`config.mk`:
```
export PLATFORM = sky130hd
export DESIGN_NAME = cmd_i2c_master
export DESIGN_NICKNAME = d
export VERILOG_FILES = /design/src/rtl/cmdi2c_pkg.sv /design/src/rtl/cmdi2c_timer.sv /design/src/rtl/cmdi2c_regs.sv /design/src/rtl/cmdi2c_seq.sv /design/src/rtl/cmd_i2c_master.sv
export SDC_FILE = /design/constraint.sdc
export NUM_CORES = 1
export LEC_CHECK = 0
export ABC_CLOCK_PERIOD_IN_PS = 11800
export CAP_MARGIN = 20
export CELL_PAD_IN_SITES_DETAIL_PLACEMENT = 1
export CELL_PAD_IN_SITES_GLOBAL_PLACEMENT = 1
export CORE_ASPECT_RATIO = 1.5
export CORE_MARGIN = 10
export CORE_UTILIZATION = 30
export DETAILED_ROUTE_END_ITERATION = 12
export HOLD_SLACK_MARGIN = 0.12
export PLACE_DENSITY = 0.56
export SETUP_SLACK_MARGIN = 0.1
export SYNTH_ARGS = -nofsm -noshare
export SYNTH_HDL_FRONTEND = slang
export SYNTH_SLANG_ARGS = --single-unit
```
`constraint.sdc`:
```
create_clock -name clk -period 11.8 [get_ports clk]
set_input_delay 2.36 -clock clk [delete_from_list [all_inputs] [get_ports clk]]
set_output_delay 2.36 -clock clk [all_outputs]
set_load 0.01 [all_outputs]
```
`src/rtl/cmdi2c_pkg.sv`:
```
package cmdi2c_pkg;
  localparam int BYTE_W     = 8;
  localparam int B_ACK      = 8;
  localparam int B_SEND     = 9;
  localparam int B_RECV     = 10;
  localparam int B_START    = 11;
  localparam int B_STOP     = 12;
  localparam int B_IDLE     = 9;
  localparam int REG_W      = B_STOP + 1;
  localparam int XFER_STEPS = 3 * (BYTE_W + 1) + 1;
  localparam int STEP_W     = $clog2(XFER_STEPS);

  typedef enum logic [1:0] {OP_NONE, OP_START, OP_STOP, OP_XFER} op_e;

  // half-period in system cycles, never below one
  function automatic int unsigned half_period(int unsigned div, int unsigned mult);
    int unsigned p;
    p = div * mult;
    return (p == 0) ? 1 : p;
  endfunction

  function automatic logic [STEP_W-1:0] final_step(op_e op);
    case (op)
      OP_START: return STEP_W'(2);
      OP_STOP:  return STEP_W'(3);
      OP_XFER:  return STEP_W'(XFER_STEPS - 1);
      default:  return '0;
    endcase
  endfunction

  function automatic logic [1:0] slot_phase(logic [STEP_W-1:0] s);
    return 2'(int'(s) % 3);
  endfunction

  function automatic logic [3:0] slot_bit(logic [STEP_W-1:0] s);
    return 4'(int'(s) / 3);
  endfunction

  // line levels {scl_rel, sda_rel} on entry to a step
  function automatic logic [1:0] step_drive(op_e op, logic [STEP_W-1:0] s,
                                            logic [BYTE_W:0] pat, logic scl, logic sda);
    logic [1:0]      r;
    logic [BYTE_W:0] sh;
    r  = {scl, sda};
    sh = pat << slot_bit(s);
    case (op)
      OP_START: begin
        if (s == 0)      r[0] = 1'b1;
        else if (s == 1) r[1] = 1'b1;
        else             r[0] = 1'b0;
      end
      OP_STOP: begin
        if (s == 0)      r[1] = 1'b0;
        else if (s == 1) r[0] = 1'b0;
        else if (s == 2) r[1] = 1'b1;
        else             r[0] = 1'b1;
      end
      OP_XFER: begin
        if (int'(s) == XFER_STEPS - 1) r[1] = 1'b0;
        else begin
          case (slot_phase(s))
            2'd0:    r[1] = 1'b0;
            2'd1:    r[0] = sh[BYTE_W];
            default: r[1] = 1'b1;
          endcase
        end
      end
      default: r = {scl, sda};
    endcase
    return r;
  endfunction
endpackage

```
`src/rtl/cmdi2c_timer.sv`:
```
module cmdi2c_timer #(
  parameter int CNT_W = 10
) (
  input  logic             clk,
  input  logic             rst_n,
  input  logic             load,
  input  logic             run,
  input  logic [CNT_W-1:0] load_val,
  output logic             expire
);
  logic [CNT_W-1:0] tmr_q;

  always_ff @(posedge clk or negedge rst_n) begin
    if (!rst_n)                    tmr_q <= '0;
    else if (load)                 tmr_q <= load_val;
    else if (run && tmr_q != '0)   tmr_q <= tmr_q - 1'b1;
  end

  assign expire = run && (tmr_q == '0);

  a_r8_reload_exact: assert property (@(posedge clk) disable iff (!rst_n)
    load |=> tmr_q == $past(load_val));
endmodule

```
`src/rtl/cmdi2c_regs.sv`:
```
module cmdi2c_regs import cmdi2c_pkg::*; #(
  parameter int DIV_W = 8
) (
  input  logic                clk,
  input  logic                rst_n,
  input  logic                reg_wr,
  input  logic                reg_addr,
  input  logic [REG_W-1:0]    reg_wdata,
  output logic [REG_W-1:0]    reg_rdata,
  input  logic                idle,
  input  logic                ack_st,
  input  logic [BYTE_W-1:0]   rx_byte,
  output logic [DIV_W-1:0]    div_q,
  output logic                cmd_hit,
  output logic                cmd_go,
  output op_e                 cmd_op,
  output logic                cmd_rd,
  output logic [BYTE_W:0]     cmd_pat
);
  assign cmd_hit = reg_wr && !reg_addr;

  always_comb begin
    cmd_op = OP_NONE;
    if (reg_wdata[B_START])                         cmd_op = OP_START;
    else if (reg_wdata[B_STOP])                     cmd_op = OP_STOP;
    else if (reg_wdata[B_SEND] || reg_wdata[B_RECV]) cmd_op = OP_XFER;
  end

  assign cmd_rd  = !reg_wdata[B_SEND];
  assign cmd_pat = reg_wdata[B_SEND] ? {reg_wdata[BYTE_W-1:0], 1'b1}
                                     : {{BYTE_W{1'b1}}, !reg_wdata[B_ACK]};
  assign cmd_go  = cmd_hit && idle && (cmd_op != OP_NONE);

  always_ff @(posedge clk or negedge rst_n) begin
    if (!rst_n)                 div_q <= '0;
    else if (reg_wr && reg_addr) div_q <= reg_wdata[DIV_W-1:0];
  end

  always_comb begin
    reg_rdata = '0;
    if (reg_addr) reg_rdata = REG_W'(div_q);
    else begin
      reg_rdata[BYTE_W-1:0] = rx_byte;
      reg_rdata[B_ACK]      = ack_st;
      reg_rdata[B_IDLE]     = idle;
    end
  end

  a_r2_cfg_store: assert property (@(posedge clk) disable iff (!rst_n)
    (reg_wr && reg_addr) |=> div_q == $past(reg_wdata[DIV_W-1:0]));
endmodule

```
`src/rtl/cmdi2c_seq.sv`:
```
module cmdi2c_seq import cmdi2c_pkg::*; #(
  parameter int HP_W = 10
) (
  input  logic              clk,
  input  logic              rst_n,
  input  logic              cmd_hit,
  input  logic              cmd_go,
  input  op_e               cmd_op,
  input  logic              cmd_rd,
  input  logic [BYTE_W:0]   cmd_pat,
  input  logic [HP_W-1:0]   hp_in,
  input  logic              expire,
  input  logic              sda_in,
  output logic              tmr_load,
  output logic [HP_W-1:0]   tmr_val,
  output logic              idle,
  output logic              scl_rel,
  output logic              sda_rel,
  output logic              ack_q,
  output logic [BYTE_W-1:0] rx_q
);
  op_e               op_q;
  logic [STEP_W-1:0] step_q;
  logic [BYTE_W:0]   pat_q;
  logic              rd_q;
  logic [HP_W-1:0]   hp_q;
  logic [BYTE_W-1:0] shift_q;

  // named events used by the datapath and the assertions
  logic step_end, is_last, finish, advance, sample_ev, ack_upd_ev, rx_load;
  logic [STEP_W-1:0] step_nx;

  assign idle       = (op_q == OP_NONE);
  assign is_last    = (step_q == final_step(op_q));
  assign step_end   = !idle && expire;
  assign finish     = step_end && is_last;
  assign advance    = step_end && !is_last;
  assign step_nx    = step_q + 1'b1;
  assign sample_ev  = step_end && (op_q == OP_XFER) && !is_last && (slot_phase(step_q) == 2'd2);
  assign ack_upd_ev = sample_ev && (slot_bit(step_q) == 4'(BYTE_W)) && !rd_q;
  assign rx_load    = finish && (op_q == OP_XFER) && rd_q;

  assign tmr_load = cmd_go || advance;
  assign tmr_val  = cmd_go ? hp_in - 1'b1 : hp_q - 1'b1;

  always_ff @(posedge clk or negedge rst_n) begin
    if (!rst_n) begin
      op_q    <= OP_NONE;
      step_q  <= '0;
      pat_q   <= '1;
      rd_q    <= 1'b0;
      hp_q    <= HP_W'(1);
      scl_rel <= 1'b1;
      sda_rel <= 1'b1;
      shift_q <= '0;
      ack_q   <= 1'b0;
      rx_q    <= '0;
    end else begin
      if (cmd_go) begin
        op_q   <= cmd_op;
        step_q <= '0;
        pat_q  <= cmd_pat;
        rd_q   <= cmd_rd;
        hp_q   <= hp_in;
        {scl_rel, sda_rel} <= step_drive(cmd_op, '0, cmd_pat, scl_rel, sda_rel);
      end else if (advance) begin
        step_q <= step_nx;
        {scl_rel, sda_rel} <= step_drive(op_q, step_nx, pat_q, scl_rel, sda_rel);
      end else if (finish) begin
        op_q <= OP_NONE;
      end
      if (sample_ev && slot_bit(step_q) != 4'(BYTE_W)) shift_q <= {shift_q[BYTE_W-2:0], sda_in};
      if (ack_upd_ev) ack_q <= !sda_in;
      if (rx_load)    rx_q  <= shift_q;
    end
  end

  a_r11_sda_steady_in_xfer: assert property (@(posedge clk) disable iff (!rst_n)
    (op_q == OP_XFER && scl_rel && $past(scl_rel)) |-> sda_rel == $past(sda_rel));
  a_r8_done_to_idle: assert property (@(posedge clk) disable iff (!rst_n)
    finish |=> idle);
  a_r6_xfer_ends_low: assert property (@(posedge clk) disable iff (!rst_n)
    (finish && op_q == OP_XFER) |=> !scl_rel);
  a_r4_start_end_state: assert property (@(posedge clk) disable iff (!rst_n)
    (finish && op_q == OP_START) |=> scl_rel && !sda_rel);
  a_r5_stop_end_state: assert property (@(posedge clk) disable iff (!rst_n)
    (finish && op_q == OP_STOP) |=> scl_rel && sda_rel);
  a_r6_ack_capture: assert property (@(posedge clk) disable iff (!rst_n)
    ack_upd_ev |=> ack_q == !$past(sda_in));
  a_r10_rx_hold: assert property (@(posedge clk) disable iff (!rst_n)
    !rx_load |=> $stable(rx_q));
  a_r9_busy_ignores_cmd: assert property (@(posedge clk) disable iff (!rst_n)
    (cmd_hit && !idle) |=> $stable(pat_q) && $stable(hp_q) && $stable(rd_q));
endmodule

```
`src/rtl/cmd_i2c_master.sv`:
```
module cmd_i2c_master import cmdi2c_pkg::*; #(
  parameter int DIV_W = 8,
  parameter int MULT  = 4
) (
  input  logic             clk,
  input  logic             rst_n,
  input  logic             reg_wr,
  input  logic             reg_addr,
  input  logic [REG_W-1:0] reg_wdata,
  output logic [REG_W-1:0] reg_rdata,
  output logic             scl_oe,
  output logic             sda_oe,
  input  logic             sda_in
);
  localparam int HP_MAX = ((1 << DIV_W) - 1) * MULT;
  localparam int HP_W   = $clog2(HP_MAX + 1);

  logic              idle, ack_st, cmd_hit, cmd_go, cmd_rd;
  logic              tmr_load, expire, scl_rel, sda_rel;
  logic [BYTE_W-1:0] rx_byte;
  logic [DIV_W-1:0]  div_q;
  logic [BYTE_W:0]   cmd_pat;
  logic [HP_W-1:0]   hp_in, tmr_val;
  op_e               cmd_op;

  assign hp_in  = HP_W'(half_period(int'(div_q), MULT));
  assign scl_oe = !scl_rel;
  assign sda_oe = !sda_rel;

  cmdi2c_regs #(.DIV_W(DIV_W)) regs_i (
    .clk(clk), .rst_n(rst_n), .reg_wr(reg_wr), .reg_addr(reg_addr),
    .reg_wdata(reg_wdata), .reg_rdata(reg_rdata), .idle(idle),
    .ack_st(ack_st), .rx_byte(rx_byte), .div_q(div_q), .cmd_hit(cmd_hit),
    .cmd_go(cmd_go), .cmd_op(cmd_op), .cmd_rd(cmd_rd), .cmd_pat(cmd_pat)
  );

  cmdi2c_timer #(.CNT_W(HP_W)) timer_i (
    .clk(clk), .rst_n(rst_n), .load(tmr_load), .run(!idle),
    .load_val(tmr_val), .expire(expire)
  );

  cmdi2c_seq #(.HP_W(HP_W)) seq_i (
    .clk(clk), .rst_n(rst_n), .cmd_hit(cmd_hit), .cmd_go(cmd_go),
    .cmd_op(cmd_op), .cmd_rd(cmd_rd), .cmd_pat(cmd_pat), .hp_in(hp_in),
    .expire(expire), .sda_in(sda_in), .tmr_load(tmr_load), .tmr_val(tmr_val),
    .idle(idle), .scl_rel(scl_rel), .sda_rel(sda_rel), .ack_q(ack_st),
    .rx_q(rx_byte)
  );

  a_r1_idle_releases: assert property (@(posedge clk) disable iff (!rst_n)
    idle |-> !scl_oe || $past(scl_oe));
endmodule

```
==> After elaboration in Yosys (flattened, before gate mapping) <==
Index checks and enable logic that the tools add are counted.
{ "totals": {"reg_bits": 64, "out_inout_bits": 15, "wordCells": 127} }
{ "op_classes": {"div": 4, "n_addsub": 4, "eq_ne": 27, "muxes": 36, "shift": 1, "reduce_logical": 43} }
{ "op_table": {"columns": ["op", "count"], "rows": [
  ["$div 6x3->32 const B", 2],
  ["$mod 6x3->32 const B", 2],
  ["$mux 10", 5],
  ["$sub 10x1->10 const B", 3],
  ["$mux 1", 19],
  ["$logic_and 1x1->1", 17],
  ["$reduce_and 8->1", 2],
  ["$pmux 5 s3", 1],
  ["$mux 2", 6],
  ["$ne 3x2->1 const B", 4],
  ["$ne 4x2->1 const B", 3],
  ["$logic_not 11->1", 1],
  ["$eq 2x2->1 const B", 5],
  ["$logic_not 10->1", 1],
  ["$mux 5", 2],
  ["$reduce_bool 10->1", 1],
  ["$logic_not 1->1", 9],
  ["$mux 9", 1],
  ["$shl 9x4->9", 1],
  ["$reduce_bool 2->1", 4],
  ["$eq 2x1->1 const B", 3],
  ["$pmux 2 s3", 1],
  ["$add 5x1->5 const B", 1],
  ["$eq 5x1->1 const B", 1],
  ["17 further kinds", 20]
]} }

==> Depth between registers and ports, before layout <==
Gate-level depths: netlist of the first run.
{ "depth": {"ltp_word": 9, "ltp_mapped": 25, "mapped_depth_nobuf": 23} }

==> Modules after synthesis <==
From an unflattened synthesis of the first run, not the netlist that was laid out.
{ "hier_totals": {"cells_unflattened": 467, "area_unflattened_um2": 4469.3} }
{ "modules_own_cells": {"columns": ["mod", "cells_per_inst", "area_each_um2", "seq_area_each_um2", "n_inst"], "rows": [
  ["cmdi2c_seq", 330, 3199.3, 1166.1, 1],
  ["cmdi2c_timer", 72, 670.6, 250.2, 1],
  ["cmdi2c_regs", 50, 529.3, 200.2, 1],
  ["cmd_i2c_master", 15, 70.1, 0.0, 1]
]} }

==> Worst setup path before layout of the first run <==
No wires, ideal clock.
{ "synth_timing": {"path_type": "input to output", "from": "input reg_addr", "to": "output reg_rdata[0]", "t_required_ps": 9440, "arrival_ps": 3065, "path_slack_ps": 6375, "n_path_buf": 1, "path_stages": 2, "cell_sequence": "buf_1 mux2_2"} }
{ "synth_between": {"elab_chain_len": 1} }
{ "synth_lines": {"columns": ["element", "line_no", "rtl"], "rows": [
  ["from (decl)", "cmd_i2c_master.sv:8", "input logic reg_addr,"],
  ["$mux 10", "cmdi2c_regs.sv:41", "if (reg_addr) reg_rdata = REG_W'(div_q);"],
  ["to (decl)", "cmd_i2c_master.sv:10", "output logic [REG_W-1:0] reg_rdata,"]
]} }
No other way between the ends.

==> Worst setup path in the final report of the first run <==
{ "layout_timing": {"from": "input reg_addr", "to": "output reg_rdata[2]"} }
The elaborated chain is that of the path after synthesis.

==> key figures, run 1 <==
Global routing
  • Global route overflow: 0
  • Largest net degree at the start of global routing: 64
  • Vias in the first global route: between 4000 and 5000
  • First-pass GRT wire length: ~21 mm
  • Initial antenna violation count: 0
  • Total GRT Usage: 0.132

Timing
  • Slew Limit Headroom: 0.445
  • Final period utilization: 0.553
  • RSZ-0062 raised after global routing: no
  • Tmin final: 6.53 ns
  • F_max: 0.153 GHz
  • Tightest Pin Transition: 0.833 ns
  • Setup clock skew after layout: approximately 0.011 ns
  • Hold Vio Cnt, Final: 0
  • Worst hold margin: ~0.46 ns
  • Final TNS setup: 0 ns
  • Slew Viols, Final: 0
  • Endpoints failing setup: 0

Die
  • Core area: 14100 um^2
  • Die height: around 170 um
  • Die area: slightly below 20000 um^2
  • Initial Util: 0.308
  • I/O pins: 33
  • Die width: 118 um
  • Core Rows: 53

Clock tree
  • Root Buffer Master: clkbuf_16
  • Clock sinks: 63
  • CTS clock-pin slew for the worst setup and hold paths: around 0.060 ns
  • Clock tree buffer depth: 2
  • Latest clock arrival within the worst-skew pair: roughly 0.34 ns
  • Postcts setup bufs: 0
  • Htree depth: 3
  • Post-CTS Resized: 0
  • Hold buffers post-CTS: 0
  • TritonCTS clock tree: done
  • TritonCTS Buffers: 9

Synth
  • Yosys reg bits: 63
  • Avg Synthesized Cell Area: just over 9 um^2
  • Synth top area share: 0.295
  • Synth Flop Type: dfrtp_1
  • Asr flop ratio synth: 1.00
  • Post-synthesis sequential area ratio: 0.368
  • EDFF count, synth: 0
  • Dominant cells by area after synthesis: dfrtp_1 29%, dfstp_2 7.3%, mux2_2 4.7%, nand2_1 4.3%, ha_1 3.8%
  • Synth warn: 0
  • Most area-hungry cell type in the Yosys netlist: dfrtp_1
  • Post-synthesis cell count: around 480
  • Synth Cell Area: 4330 um^2
  • Netlist cell types: 82

Route
  • DRT Pass-1 Iters: 4
  • DR vias: 3613
  • Post-route ant nets: 0
  • Vias per Instance: between 5 and 6
  • Final wirelength: 12.7 mm
  • Drt wl/cell: around 18 um
  • Initial drt markers: around 180
  • Drt drc: 0

Cells and area
  • Post-route cell area: ~5000 um^2
  • Final core utilization: 0.358
  • Final #Nets: between 500 and 600
  • Layout cells sized above 1: 0.165
  • Area Growth Syn to Fin: 16.4%
  • Most frequent cells in the layout: 51 x dfrtp_1, 50 x nand2_1, 36 x nor2_1
  • Number of antenna diodes: 0
  • Most common cell after layout, fill and taps aside: dfrtp_1

Worst setup path
  • Slowest-stage cell, CP: clkdlybuf4s50_1
  • Slowest Stage Delay on Critical Path: slightly above 0.9 ns
  • Crit end category: output pin
  • Critical-path cell list: clkdlybuf4s50_1 > mux2_2 > clkdlybuf4s50_1
  • Crit path DAT: ~4.2 ns
  • CP top delay family: buffers and inverters
  • Crit Path Class: in -> out
  • Crit path max fanout: 13
  • CP required: 9.44 ns
  • CP dominant cell by count: clkdlybuf4s50_1
  • Total number of cells along the worst setup path: 3
  • Buf/Inv on CP: 2
  • R2R depth: 24
  • Startpoint types: primary input

Placement
  • Placed cell area: approximately 4800 um^2
  • Final GP Congestion: between 0.7 and 0.8
  • HPWL after DPL: slightly below 10 mm
  • Port Buffers: 29

Pwr
  • Leak: between 2 and 2.5 nW
  • Maximum vdd drop: about 0.00010 V
  • Pwr per Cell Area: 275 nW/um^2

Outcome
  • Run status: completed

Worst hold path
  • Hold WC Path Type: reg -> reg
  • Hold Path Depth: 2

Job
  • MaxCap Viol Count: 0
-- tightest hold or removal path: cells and delay by family (launching register included) --
family | cells | cell delay [ns]
DFF | 1 | 0.36
and+or+nand+nor | 2 | 0.09
-- final timing paths --
path | slack (ns) | end | from
setup / recovery | 5.27 | reg_rdata[2] | reg_addr
hold / removal | 0.46 | seq_i.pat_q[8]$_DFFE_PN1P_ | seq_i.pat_q[8]$_DFFE_PN1P_
setup reg to reg | 5.84 | seq_i.sda_rel$_DFFE_PN1P_ | seq_i.step_q[0]$_DFFE_PN0N_
hold reg to reg | 0.46 | seq_i.pat_q[8]$_DFFE_PN1P_ | seq_i.pat_q[8]$_DFFE_PN1P_
max in group asynchronous | 9.03 | timer_i.tmr_q[1]$_DFFE_PN0P_ | rst_n
min in group asynchronous | 2.20 | seq_i.rx_q[3]$_DFFE_PN0P_ | rst_n
-- power by group --
part / leakage [nW] / internal (W) / switching [W]
sequential: 0.779 / 0.000286 / 0.0000907
combinational: 1.26 / 0.000332 / 0.000425
clock: 0.131 / 0.000148 / 0.000103
-- sequential cells by signal (all words and copies together), names as in the netlist --
signal / cells
seq_i.scl_rel: 1
seq_i.ack_q: 1
seq_i.step_q: 5
regs_i.div_q: 8
seq_i.op_q: 2
seq_i.shift_q: 8
seq_i.pat_q: 9
seq_i.hp_q: 9
seq_i.rd_q: 1
timer_i.tmr_q: 10
seq_i.rx_q: 8
seq_i.sda_rel: 1
-- per-layer routing --
layer	GRT usage	up-vias	part of all wire
li1	-	1753	-
met1	0.142	1802	0.41
met2	0.247	40	0.54
met3	0.0273	18	0.022
met4	0.0496	0	0.022
met5	0	-	0
-- synthesized netlist by cell type, types with 11 or more instances --
library cell  instances
o21ai_0              30
dfstp_2              12
inv_1                30
nor2_1               36
a31oi_1              16
a21oi_1              16
nand2_1              50
nand3_1              15
dfrtp_1              51
nor3_1               11
mux2_2               18
ha_1                 13
-- cell families (layout without fill, tap and decap cells) --
logic type / Yosys count / after routing / share of synthesized area
AND/OR/NAND/NOR: 173 / 173 / 0.209
AO/OA/AOI/OAI: 118 / 118 / 0.189
flip-flops: 63 / 63 / 0.368
buffers and inverters: 56 / 80 / 0.0587
multiplexers: 40 / 40 / 0.111
adder cells (fa/ha/maj): 14 / 14 / 0.0402
XOR/XNOR: 12 / 12 / 0.0243
other: 1 / 3 / 0.000866
-- per-stage QoR --
step / power, W / setup WS [ns] / cells
after global routing: 0.00151 / 5.18 / 695
after global placement: 0.00113 / 5.28 / 679
after floorplan: 0.000957 / 6.37 / 479
after detailed placement: 0.00115 / 5.24 / 679
after CTS: 0.00141 / 5.23 / 695
final: 0.00138 / 5.27 / 695
-- layout make-up --
cell class	count	area [um^2]
repair buffers	33	315
clock inverters	6	45.0
flip-flops and latches	63	1590
clock buffers	10	239
multi-input cells	360	2490
inverters	31	116
fillers	1682	9020
well taps	192	240
(Power assumes the default switching activity.)
==> run 2: changes to the inputs <==
Settings changed: ABC_CLOCK_PERIOD_IN_PS 11800 to 5700, PLACE_DENSITY 0.56 to 0.58.
Clock period 11.8 ns to 5.7 ns, I/O delays scaled along.
==> key figures, run 2 (same netlist as run 1, synthesis figures left out) <==
Cells and area
  • # fillers: about 1700
  • Most frequent cells in the layout: 51 x dfrtp_1, 50 x nand2_1, 36 x nor2_1
  • Biggest regs: timer_i.tmr_q: 10 flops, seq_i.hp_q: 9 flops, seq_i.pat_q: 9 flops
  • Max FFs per register: 10
  • Area occupied by multi-input gates: roughly 2500 um^2
  • Layout cells sized above 1: 0.176
  • Post-route cell area: a little over 5000 um^2
  • Area Growth Syn to Fin: 18.1%
  • Largest Register: timer_i.tmr_q
  • Most common cell after layout, fill and taps aside: dfrtp_1
  • Register area: roughly 1600 um^2
  • Final core utilization: 0.364
  • Final #Nets: between 500 and 600
  • Number of antenna diodes: 0

Global routing
  • Vias in the first global route: between 3000 and 4000
  • Total GRT Usage: 0.132
  • First-pass GRT wire length: 21.0 mm
  • Global route overflow: 0
  • Initial antenna violation count: 0
  • Largest net degree at the start of global routing: 43

Pwr
  • Psw: 0.00130 W
  • Pwr per Cell Area: just under 600 nW/um^2
  • Share of total power in the clock network: 0.186
  • Gate power share: 0.569
  • Maximum vdd drop: 0.000192 V
  • Sw Share: 0.440
  • Flop pwr share: 0.244
  • Internal power component: 0.00165 W
  • Leak: 2.21 nW

Die
  • Core Rows: 53
  • I/O pins: 33
  • Initial Util: 0.308
  • Die width: between 100 and 150 um
  • Die area: about 20000 um^2
  • Die height: about 170 um
  • Core area: roughly 14000 um^2

Worst setup path
  • R2R depth: 23
  • Crit Path Class: reg -> reg
  • CP dominant cell by count: ha_1
  • Crit path max fanout: 8
  • Slowest Stage Delay on Critical Path: 0.46 ns
  • Crit path DAT: ~5.4 ns
  • CP required: roughly 5.9 ns
  • R2R Path End: seq_i.sda_rel$_DFFE_PN1P_
  • Critical-path cell list: and2_1 > nand2_1 > xnor2_1 > inv_1 > ha_1 > and2b_1 > a21boi_0 > o21ai_1 > nand3_1 > ha_1 > a41oi_1 > o211a_1 > o21a_1 > and3_1 > or2_2 > inv_1 > ha_1 > o21bai_1 > a31oi_2 > mux2_2 > o221a_1 > o311ai_1 > a31oi_1
  • Buf/Inv on CP: 2
  • R2R Setup Slk: slightly below 0.6 ns
  • Crit Reg-Reg Startpoint: seq_i.step_q[1]$_DFFE_PN0N_
  • Startpoint types: flip-flop
  • Crit end category: flip-flop
  • Slowest-stage cell, CP: dfrtp_1
  • CP top delay family: compound AO/OA/AOI/OAI gates

Timing
  • Endpoints failing setup: 0
  • F_max: ~0.2 GHz
  • Final period utilization: 0.898
  • Worst setup margin: just under 0.6 ns
  • Slew Viols, Final: 0
  • RSZ-0062 raised after global routing: no
  • Setup clock skew after layout: between 0.009 and 0.01 ns
  • Slew Limit Headroom: 0.500
  • Hold Vio Cnt, Final: 0
  • Final TNS setup: 0 ns
  • Tmin final: roughly 5.1 ns
  • Tightest Pin Transition: 0.747 ns

Job
  • MaxCap Viol Count: 0

Outcome
  • Run status: completed

Worst hold path
  • Hold EP: seq_i.pat_q[8]$_DFFE_PN1P_
  • Hold_sp: seq_i.pat_q[8]$_DFFE_PN1P_
  • Hold Path Depth: 2
  • Hold WC Path Type: reg -> reg

Route
  • Initial drt markers: ~120
  • Post-route ant nets: 0
  • DRT Pass-1 Iters: 4
  • Drt drc: 0
  • Drt wl/cell: 18.2 um
  • Vias per Instance: 5.17
  • Final wirelength: ~13 mm
  • DR vias: 3626

Clock tree
  • Clock tree buffer depth: 2
  • Root Buffer Master: clkbuf_16
  • Htree depth: 3
  • CTS clock-pin slew for the worst setup and hold paths: roughly 0.05 ns
  • TritonCTS clock tree: done
  • Postcts setup bufs: 0
  • Latest clock arrival within the worst-skew pair: 0.34 ns
  • TritonCTS Buffers: 9
  • Clock sinks: 63

Placement
  • Pre-CTS setup slack: about 0.52 ns
  • Final GP Congestion: roughly 0.83
  • Placed cell area: a little under 5000 um^2
  • Port Buffers: 29
  • HPWL after DPL: around 10 mm
[run 2: layer usage]
layer,global-route usage,share of wire,vias up
met1,0.144,0.41,1792
met4,0.0647,0.035,0
met2,0.238,0.53,47
met3,0.0246,0.024,25
li1,-,-,1762
met5,0,0,-
[run 2: final cells by class]
| cell class | count | share of cell area |
|---|---|---|
| multi-input cells | 360 | 0.489 |
| clock inverters | 6 | 0.0137 |
| clock buffers | 10 | 0.0448 |
| inverters | 31 | 0.0228 |
| flip-flops and latches | 63 | 0.311 |
| repair buffers | 40 | 0.0719 |
| well taps | 192 | 0.0470 |
[run 2: worst max-delay path by stage]
| stage | from | depth (start not counted) | slack, ns | to |
|---|---|---|---|---|
| final | seq_i.step_q[1]$_DFFE_PN0N_ | 23 | 0.58 | seq_i.sda_rel$_DFFE_PN1P_ |
| after global routing | seq_i.step_q[1]$_DFFE_PN0N_ | 23 | 0.11 | seq_i.sda_rel$_DFFE_PN1P_ |
| after CTS | seq_i.step_q[1]$_DFFE_PN0N_ | 23 | 0.48 | seq_i.sda_rel$_DFFE_PN1P_ |
| after detailed placement | seq_i.step_q[1]$_DFFE_PN0N_ | 23 | 0.52 | seq_i.sda_rel$_DFFE_PN1P_ |
| after global placement | seq_i.step_q[1]$_DFFE_PN0N_ | 23 | 0.77 | seq_i.sda_rel$_DFFE_PN1P_ |
| after floorplan | seq_i.step_q[0]$_DFFE_PN0N_ | 25 | 0.88 | seq_i.sda_rel$_DFFE_PN1P_ |
[run 2: worst min-delay path, cell delays in order, from the launching register on]
cell     delay [ns]
dfstp_2        0.37
nand2_1        0.05
nand2_1        0.04
[run 2: per-stage QoR]
step | power, W | instances | hold slack, ns
floorplan | 0.00198 | 479 | 0.435
detailed placement | 0.00240 | 686 | 0.450
global route | 0.00321 | 702 | 0.508
global placement | 0.00234 | 686 | 0.450
CTS | 0.00297 | 702 | 0.476
finish | 0.00295 | 702 | 0.467
[run 2: power by group through the flow]
stage / logic, W / clock network (W) / registers (W)
final: 0.00168 / 0.000550 / 0.000721
after global routing: 0.00189 / 0.000586 / 0.000739
after CTS: 0.00168 / 0.000563 / 0.000721
after detailed placement: 0.00167 / 0 / 0.000728
after global placement: 0.00162 / 0 / 0.000726
after floorplan: 0.00131 / 0 / 0.000666
[run 2: timing repair]
action	CTS	global route
setup endpoints to repair	0	1
resized for setup	0	1
hold buffers	0	0
